===== src/rtl/dbg_scan_pkg.sv =====
package dbg_scan_pkg;
    localparam int DATA_W   = 32;
    localparam int ADDR_W   = 5;
    localparam int FRAME_W  = DATA_W + ADDR_W + 1;
    localparam int NUM_ADDR = 1 << ADDR_W;

    localparam int A_XCTL   = 4;   // exchange control
    localparam int A_XDATA  = 5;   // exchange data (read consumes)
    localparam int XPRESENT = 0;   // word-present bit in exchange control

    typedef enum logic [1:0] {
        S_IDLE  = 2'd0,
        S_ARMED = 2'd1,
        S_SHIFT = 2'd2
    } scan_state_e;

    // packed: first member is most significant, so data sits at bits 0..31
    typedef struct packed {
        logic              wr;
        logic [ADDR_W-1:0] addr;
        logic [DATA_W-1:0] data;
    } frame_t;

    function automatic int unsigned reg_width(input int unsigned a);
        case (a)
            0:                              return 6;
            1:                              return 5;
            2:                              return 8;
            4:                              return 6;
            5:                              return 32;
            8, 9, 10, 11, 16, 17, 18, 19:   return 32;
            12, 20:                         return 9;
            13, 21:                         return 8;
            default:                        return 0;
        endcase
    endfunction
endpackage


===== src/rtl/dbg_scan_shifter.sv =====
module dbg_scan_shifter
    import dbg_scan_pkg::*;
#(
    parameter int FRAME_W_P = FRAME_W
) (
    input  logic                 tck,
    input  logic                 rst_n,
    input  logic                 capture_en,
    input  logic                 shift_en,
    input  logic                 update_en,
    input  logic                 tdi,
    input  logic [FRAME_W_P-1:0] cap_word,
    output logic [FRAME_W_P-1:0] frame_q,
    output logic                 upd_fire,
    output scan_state_e          state_q,
    output logic                 tdo
);
    scan_state_e state_d;

    always_comb begin
        state_d = state_q;
        unique case (state_q)
            S_IDLE: begin
                if (capture_en) state_d = S_ARMED;
            end
            S_ARMED: begin
                if (capture_en)     state_d = S_ARMED;
                else if (shift_en)  state_d = S_SHIFT;
                else if (update_en) state_d = S_IDLE;
            end
            S_SHIFT: begin
                if (capture_en)     state_d = S_ARMED;
                else if (shift_en)  state_d = S_SHIFT;
                else if (update_en) state_d = S_IDLE;
            end
            default: state_d = S_IDLE;
        endcase
    end

    always_ff @(posedge tck or negedge rst_n) begin
        if (!rst_n) state_q <= S_IDLE;
        else        state_q <= state_d;
    end

    always_comb begin
        upd_fire = update_en && !capture_en && !shift_en && (state_q != S_IDLE);
    end

    always_ff @(posedge tck or negedge rst_n) begin
        if (!rst_n)          frame_q <= '0;
        else if (capture_en) frame_q <= cap_word;
        else if (shift_en)   frame_q <= {tdi, frame_q[FRAME_W_P-1:1]};
    end

    assign tdo = frame_q[0];
endmodule


===== src/rtl/dbg_scan_ctrl.sv =====
module dbg_scan_ctrl
    import dbg_scan_pkg::*;
(
    input  logic              tck,
    input  logic              rst_n,
    input  logic              upd_fire,
    input  logic [FRAME_W-1:0] frame_q,
    output logic              wr_en,
    output logic              rd_req,
    output logic [ADDR_W-1:0] acc_addr,
    output logic [DATA_W-1:0] wr_data,
    output logic [ADDR_W-1:0] pend_addr
);
    frame_t fr;

    always_comb begin
        fr       = frame_t'(frame_q);
        acc_addr = fr.addr;
        wr_data  = fr.data;
        wr_en    = upd_fire && fr.wr;
        rd_req   = upd_fire && !fr.wr;
    end

    always_ff @(posedge tck or negedge rst_n) begin
        if (!rst_n)      pend_addr <= '0;
        else if (rd_req) pend_addr <= fr.addr;
    end
endmodule


===== src/rtl/dbg_regfile.sv =====
module dbg_regfile
    import dbg_scan_pkg::*;
(
    input  logic              tck,
    input  logic              rst_n,
    input  logic              wr_en,
    input  logic              rd_req,
    input  logic [ADDR_W-1:0] acc_addr,
    input  logic [DATA_W-1:0] wr_data,
    input  logic [ADDR_W-1:0] rd_addr,
    output logic [DATA_W-1:0] rd_data
);
    logic [NUM_ADDR-1:0][DATA_W-1:0] rv;

    for (genvar i = 0; i < NUM_ADDR; i++) begin : g_reg
        localparam int W = int'(reg_width(i));
        localparam logic [ADDR_W-1:0] MY_ADDR = ADDR_W'(i);
        if (W == 0) begin : g_none
            assign rv[i] = '0;
        end else if (i == A_XCTL) begin : g_xctl
            logic [W-1:0] q;
            always_ff @(posedge tck or negedge rst_n) begin
                if (!rst_n) begin
                    q <= '0;
                end else if (wr_en && acc_addr == MY_ADDR) begin
                    q <= wr_data[W-1:0];
                end else if (wr_en && acc_addr == ADDR_W'(A_XDATA)) begin
                    q[XPRESENT] <= 1'b1;
                end else if (rd_req && acc_addr == ADDR_W'(A_XDATA)) begin
                    q[XPRESENT] <= 1'b0;
                end
            end
            assign rv[i] = DATA_W'(q);
        end else begin : g_plain
            logic [W-1:0] q;
            always_ff @(posedge tck or negedge rst_n) begin
                if (!rst_n)                          q <= '0;
                else if (wr_en && acc_addr == MY_ADDR) q <= wr_data[W-1:0];
            end
            assign rv[i] = DATA_W'(q);
        end
    end

    assign rd_data = rv[rd_addr];
endmodule


===== src/rtl/dbg_scan_access.sv =====
module dbg_scan_access
    import dbg_scan_pkg::*;
(
    input  logic tck,
    input  logic rst_n,
    input  logic capture_en,
    input  logic shift_en,
    input  logic update_en,
    input  logic tdi,
    output logic tdo
);
    logic [FRAME_W-1:0] frame_q;
    logic [FRAME_W-1:0] cap_word;
    logic               upd_fire;
    scan_state_e        state_q;
    logic               wr_en;
    logic               rd_req;
    logic [ADDR_W-1:0]  acc_addr;
    logic [DATA_W-1:0]  wr_data;
    logic [ADDR_W-1:0]  pend_addr;
    logic [DATA_W-1:0]  rd_data;

    assign cap_word = {1'b0, pend_addr, rd_data};

    dbg_scan_shifter #(.FRAME_W_P(FRAME_W)) u_shift (
        .tck(tck), .rst_n(rst_n),
        .capture_en(capture_en), .shift_en(shift_en), .update_en(update_en),
        .tdi(tdi), .cap_word(cap_word), .frame_q(frame_q),
        .upd_fire(upd_fire), .state_q(state_q), .tdo(tdo)
    );

    dbg_scan_ctrl u_ctrl (
        .tck(tck), .rst_n(rst_n), .upd_fire(upd_fire), .frame_q(frame_q),
        .wr_en(wr_en), .rd_req(rd_req), .acc_addr(acc_addr),
        .wr_data(wr_data), .pend_addr(pend_addr)
    );

    dbg_regfile u_regs (
        .tck(tck), .rst_n(rst_n), .wr_en(wr_en), .rd_req(rd_req),
        .acc_addr(acc_addr), .wr_data(wr_data),
        .rd_addr(pend_addr), .rd_data(rd_data)
    );
endmodule


===== config.mk =====
export PLATFORM = sky130hd
export DESIGN_NAME = dbg_scan_access
export DESIGN_NICKNAME = d
export VERILOG_FILES = /design/src/rtl/dbg_scan_pkg.sv /design/src/rtl/dbg_scan_shifter.sv /design/src/rtl/dbg_scan_ctrl.sv /design/src/rtl/dbg_regfile.sv /design/src/rtl/dbg_scan_access.sv
export SDC_FILE = /design/constraint.sdc
export NUM_CORES = 1
export LEC_CHECK = 0
export ABC_AREA = 1
export CAP_MARGIN = 20
export CORE_UTILIZATION = 54
export CTS_BUF_LIST = sky130_fd_sc_hd__clkbuf_8
export DETAILED_ROUTE_END_ITERATION = 12
export DONT_BUFFER_PORTS = 1
export PLACE_DENSITY = 0.68
export SLEW_MARGIN = 20
export SYNTH_ARGS = -nofsm -noshare
export SYNTH_HDL_FRONTEND = slang
export SYNTH_SLANG_ARGS = --single-unit

===== constraint.sdc =====
create_clock -name tck -period 4.3 [get_ports tck]
set_input_delay 0.86 -clock tck [delete_from_list [all_inputs] [get_ports tck]]
set_output_delay 0.86 -clock tck [all_outputs]
set_load 0.01 [all_outputs]

==> results of run 1 <==
[per-stage QoR]
stage	utilization (%)	area, µm²	instances
global route	59.19	19850	2738
floorplan	-	18440	2320
detailed placement	54.79	18370	2619
global placement	54.79	18370	2619
finish	59.19	19850	2738
CTS	58.92	19760	2734
[cells by family (layout without fill, tap and decap cells)]
logic type / Yosys count / in the layout
fa+ha+maj: 2 / 2
compound gates: 505 / 505
simple gates: 1057 / 1057
buf+inv: 364 / 334
flops: 392 / 392
[power by group through the flow]
| stage | combinational (W) | clock [W] | sequential (W) |
|---|---|---|---|
| after floorplan | 0.000870 | 0 | 0.00386 |
| after global placement | 0.00115 | 0 | 0.00393 |
| after detailed placement | 0.00116 | 0 | 0.00393 |
| after CTS | 0.00116 | 0.00355 | 0.00387 |
| after global routing | 0.00131 | 0.00371 | 0.00388 |
| final | 0.00118 | 0.00348 | 0.00387 |
[placed cells by master, fill, tap and decap left out, types with 5 or more instances in the layout]
cell type / synthesis / final
clkbuf_8: 0 / 82
clkinv_2: 5 / 10
o21ai_1: 253 / 253
nand3_1: 109 / 109
a21oi_1: 24 / 24
nand2_2: 5 / 5
o211ai_1: 10 / 10
nor2_4: 5 / 5
buf_4: 2 / 20
nand4_4: 5 / 5
nor2_1: 76 / 74
o21ai_2: 14 / 14
o21ai_0: 142 / 142
o22ai_1: 55 / 55
nand4_1: 10 / 10
dfrtp_1: 392 / 390
nand2_1: 831 / 830
or2_2: 7 / 7
inv_1: 186 / 204
a22oi_1: 5 / 5
[worst max-delay path, stage by stage, from the launching register on]
cell and delay [ps]:
dfrtp_1 350, inv_1 70, ha_1 230, nor2_1 190, nand2_4 110, nor2_8 320, nand2_2 660, buf_4 430
nand2_1 60, o21ai_0 70
[layer usage]
layer	up-vias	GRT usage, %
met3	92	4.815
met4	0	8.796
met5	-	0
met1	7141	39.01
li1	7280	-
met2	437	43.08
[state kept, by name (all words and copies together), names as in the netlist]
name and cells:
u_regs.g.g_plain.q 341, u_ctrl.pend_addr 5, u_regs.g.g_xctl.q 6, u_shift.frame_q 38, u_shift.state_q 2
[final cells by class]
class,instances,area [µm²]
sequential,392,9814
clock buffer,82,1129
timing repair buffer,24,237.7
multi-input combinational,1564,7112
fill,3074,13680
inverter,195,740.7
clock inverter,33,255.2
tap,448,560.5
[how the worst min path moves through the flow]
stage	depth (start not counted)	startpoint	endpoint	slack, ps
2_1_floorplan	2	u_regs.g_reg[0].g_plain.q[5]	u_regs.g_reg[0].g_plain.q[5]	450
3_3_place_gp	2	u_regs.g_reg[18].g_plain.q[16]	u_regs.g_reg[18].g_plain.q[16]	460
3_5_place_dp	2	u_regs.g_reg[18].g_plain.q[23]	u_regs.g_reg[18].g_plain.q[23]	470
4_1_cts	0	rst_n	u_shift.frame_q[22]	-80
5_1_grt	0	rst_n	u_regs.g_reg[16].g_plain.q[19]	-50
6_report	0	rst_n	u_shift.frame_q[19]	9
==> flow_summary.yaml, run 1 <==
run_status:
  status: "complete, no violations"
drt:
  num_vias: 14950
  wirelength_um: 46360
  wl_met2_um: 21050
  drc: 0
  wl_met3_um: 2763
  postRouteAntennaNets: 0
  via_per_inst: 5.460
  drt_iter0_drc: 1355
  top_layer: "met4"
  drt_pass1_iterations: 6
  wl_met1_um: 21410
  wl_per_cell_um: 16.93
sta:
  hold_viol_final: 0
  final.period_utilization_pct: 61.98
  tightest_slew_ps: 1041
  max_freq_mhz: 375.2
  skew_ps: 26.24
  slew_violations: 0
  whs_ps: 8.947
  finalSetupViolations: 0
  period_needed_ps: 2665
  layout_setup_ws_ps: 1635
  max-slew-margin-rel_pct: 30.33
  finalSetupTns_ps: 0
  rsz0062_at_grt: "no"
critical_path:
  rrSetupSlack_ps: 1630
  required_ps: 4760
  critPathCaptureType: "flip-flop"
  criticalPathCategory: "flip-flop to flip-flop"
  worstSetupStartpointType: "flip-flop"
  cp-startpoint: "u_shift.state_q[0]"
  r2r_cells: 9
  critPathCapture: "u_regs.g_reg[18].g_plain.q[28]"
  cp_max_fo: 53
  reg2reg_to: "u_regs.g_reg[18].g_plain.q[28]"
  crit_arrival_ps: 3130
  r2r-start: "u_shift.state_q[0]"
job:
  drv_cap: 0
yosys:
  synth_compound_area_share_pct: 14.60
  synth_top_area_share_pct: 53.20
  synth_top_family_by_area: "simple AND/OR/NAND/NOR gates"
  yosys.area.top_type: "dfrtp_1"
  synth-adder-area-share_pct: 0.1357
  synth.cell_area_mm2: 0.01844
  ys_warn_count: 0
  synthTopCellsByCount: "831 x nand2_1, 392 x dfrtp_1, 253 x o21ai_1, 186 x inv_1, 142 x o21ai_0"
  yosys.area_share.simple_pct: 23.73
  syn_area_per_cell_um2: 7.948
  synthFlopType: "dfrtp_1"
  synth.area.top_cells: "dfrtp_1 53%, nand2_1 17%, o21ai_1 6.9%"
  synthArstFlopShare_pct: 100.0
  yosysMostFrequentCell: "nand2_1"
  ys_ff_latch: 392
  syn_inst: 2320
  synthMuxAreaShare_pct: 0
  ys_seq_area_share_pct: 53.20
  synth.net_count: 2328
  synth-xor-area-share_pct: 0
  ys_types: 37
  synth_edf_count: 0
clock_network:
  cts.sinks: 392
  cts_made_buffers: 69
  cts-root-buf: "clkbuf_8"
  post_cts_buffers: 0
  clock_latency_ps: 610
  ctsResizeCount: 0
  h-tree-depth: 3
  cts.path.max_buffers: 3
  cts_tree: "done"
  path_clk_slew_ps: 60
pwr:
  internal_power_w: 0.006029
  p_leak_nw: 9.233
  powerDensity_mw_per_mm2: 430.1
  pwr-share-clk_pct: 40.8
  pwr-share-comb_pct: 13.9
  power_frac_seq_pct: 45.3
  power.total_w: 0.008538
  p_switching_w: 0.002509
  irDropWorstVdd_v: 0.0004046
  switching_share_pct: 29.38
global_routing:
  grt_pass1_vias: 14170
  antenna_found_initial: 0
  gr-usage-all-layers_pct: 27.48
  grt_pass1_wl_um: 76570
  grt_max_degree: 393
  grt-ovfl-total: 0
floorplanning:
  initial_core_util_pct: 54.99
  rows: 67
  design.core.area_mm2: 0.03353
  dieArea_mm2: 0.03489
  fp.dieH_um: 186.8
  ioPinCount: 7
  die_w_um: 186.8
layout:
  finalNetCount: 2254
  syn2layout_area_growth_pct: 7.647
  drive_above_1_share_pct: 7.773
  diodes: 0
placed_design:
  gp_congestion: 0.7966
  place_ws_ps: 1347
  port_buffers: 0
  dpl.hpwl_um: 25030
min_path:
  hold_class: "primary input to asynchronous set/reset pin"
(Power assumes the default switching activity.)
==> run 2: changes to the inputs <==
Clock period 4.3 ns to 2.6 ns, I/O delays scaled along.
==> flow_summary.yaml, run 2 (same netlist as run 1, synthesis figures left out) <==
sta:
  max-slew-margin-rel_pct: 47.40
  whs_ps: -369.3
  final.period_utilization_pct: 85.22
  rsz0062_at_grt: "no"
  finalSetupViolations: 0
  finalSetupTns_ps: 0
  period_needed_ps: 2216
  max_freq_mhz: 451.3
  tightest_slew_ps: 789.0
  slew_violations: 0
  hold_viol_final: 392
  skew_ps: 29.81
drt:
  via_per_inst: 5.485
  wl_met3_um: 3189
  drt_pass1_iterations: 6
  top_layer: "met4"
  num_vias: 15100
  wl_met1_um: 21050
  wl_per_cell_um: 17.10
  wl_met2_um: 21640
  postRouteAntennaNets: 0
  drc: 0
  drt_iter0_drc: 1483
  wirelength_um: 47090
critical_path:
  crit_chain: "inv_1 -> ha_1 -> nor2_1 -> nand2_4 -> nor2_8 -> nand4_4 -> buf_4 -> nand2_1 -> o21ai_1"
  cpPeakStageDelay_ps: 390
  cp_max_fo: 64
  required_ps: 3030
  crit_slowest_cell: "buf_4"
  criticalPathCategory: "flip-flop to flip-flop"
  worstSetupStartpointType: "flip-flop"
  crit_arrival_ps: 2640
  critPathCaptureType: "flip-flop"
floorplanning:
  fp.dieH_um: 186.8
  ioPinCount: 7
  initial_core_util_pct: 54.99
  design.core.area_mm2: 0.03353
  die_w_um: 186.8
  dieArea_mm2: 0.03489
  rows: 67
layout:
  final_cell_mix: "830 x nand2_1, 390 x dfrtp_1, 253 x o21ai_1, 210 x inv_1, 142 x o21ai_0"
  final_cell_area_mm2: 0.01996
  drive_above_1_share_pct: 8.113
  diodes: 0
  syn2layout_area_growth_pct: 8.244
  final_common_cell: "nand2_1"
  reg.largest.list: "u_regs.g.g_plain.q: 341 flops, u_shift.frame_q: 38 flops, u_regs.g.g_xctl.q: 6 flops"
  regMostFlops: "u_regs.g.g_plain.q"
  largest_reg_flops: 341
  finalNetCount: 2268
global_routing:
  grt_pass1_wl_um: 76910
  gr-usage-all-layers_pct: 27.68
  grt_pass1_vias: 14470
  antenna_found_initial: 0
  grt_max_degree: 393
  grt-ovfl-total: 0
run_status:
  status: "complete, but fails checks"
  violations: "negative hold slack"
placed_design:
  place_area_mm2: 0.01864
  dpl.hpwl_um: 25030
  gp_congestion: 0.7940
  port_buffers: 0
clock_network:
  h-tree-depth: 3
  clock_latency_ps: 600
  cts-root-buf: "clkbuf_8"
  path_clk_slew_ps: 60
  cts_made_buffers: 68
  cts.path.max_buffers: 3
  post_cts_buffers: 0
  cts.sinks: 392
  ctsResizeCount: 0
  cts_tree: "done"
pwr:
  irDropWorstVdd_v: 0.0005129
  p_leak_nw: 9.290
  powerDensity_mw_per_mm2: 697.2
job:
  drv_cap: 0
min_path:
  hold_class: "primary input to asynchronous set/reset pin"
## run 2: cell types whose count changed in the layout (fill, tap and decap cells not counted), sizes merged
| cell | delta |
|---|---|
| buf | +15 |
| inv | +6 |
| clkinv | -5 |
| bufinv | -3 |
| clkbuf | +2 |
## run 2: final cells by class
cell class / count / area (µm²)
inverters: 195 / 740.7
multi-input cells: 1564 / 7107
repair buffers: 39 / 417.9
clock buffers: 84 / 1156
fillers: 3077 / 13570
flip-flops and latches: 392 / 9814
well taps: 448 / 560.5
clock inverters: 31 / 162.7
## run 2: per-layer routing
layer,global-route usage [%],up-vias
met5,0,-
met4,10.18,0
met3,4.683,90
met2,43.83,521
met1,38.47,7176
li1,-,7312
## run 2: metrics by stage
stage	std cells	worst slack (ps)	util (%)	total power (W)	hold slack (ps)
2_1_floorplan	2320	897.3	-	0.007826	224.4
6_report	2753	384.3	59.52	0.01392	-369.3
4_1_cts	2753	407.5	59.52	0.01400	-394.4
5_1_grt	2753	216.0	59.52	0.01450	-397.3
3_5_place_dp	2638	413.2	55.59	0.008524	245.6
3_3_place_gp	2638	526.9	55.59	0.008507	242.1
## run 2: path summary, 6_finish.rpt
check,start,endpoint,slack [ps],depth (start not counted)
hold reg to reg,u_regs.g_reg[18].g_plain.q[4],u_regs.g_reg[18].g_plain.q[4],470,2
setup reg to reg,u_shift.state_q[1],u_regs.g_reg[17].g_plain.q[12],380,9
min in group tck,tdi,u_shift.frame_q[37],60,2
setup / recovery,u_shift.state_q[1],u_regs.g_reg[17].g_plain.q[12],380,9
hold / removal,rst_n,u_regs.g_reg[10].g_plain.q[19],-370,0
max in group asynchronous,rst_n,u_shift.frame_q[0],2480,0
## run 2: worst max-delay path, delay by kind of cell, from the launching register on
kind            cells  cell delay, ps
compound gates      1              80
fa+ha+maj           1             210
buf+inv             2             460
flops               1             380
simple gates        5             880
## run 2: power by group
part	switching [W]	total (W)	leakage (nW)	internal [W]
Combinational	0.00151	0.00211	3.07	0.000593
Sequential	0.000125	0.00634	5.47	0.00622
Clock	0.00247	0.00547	0.756	0.00299
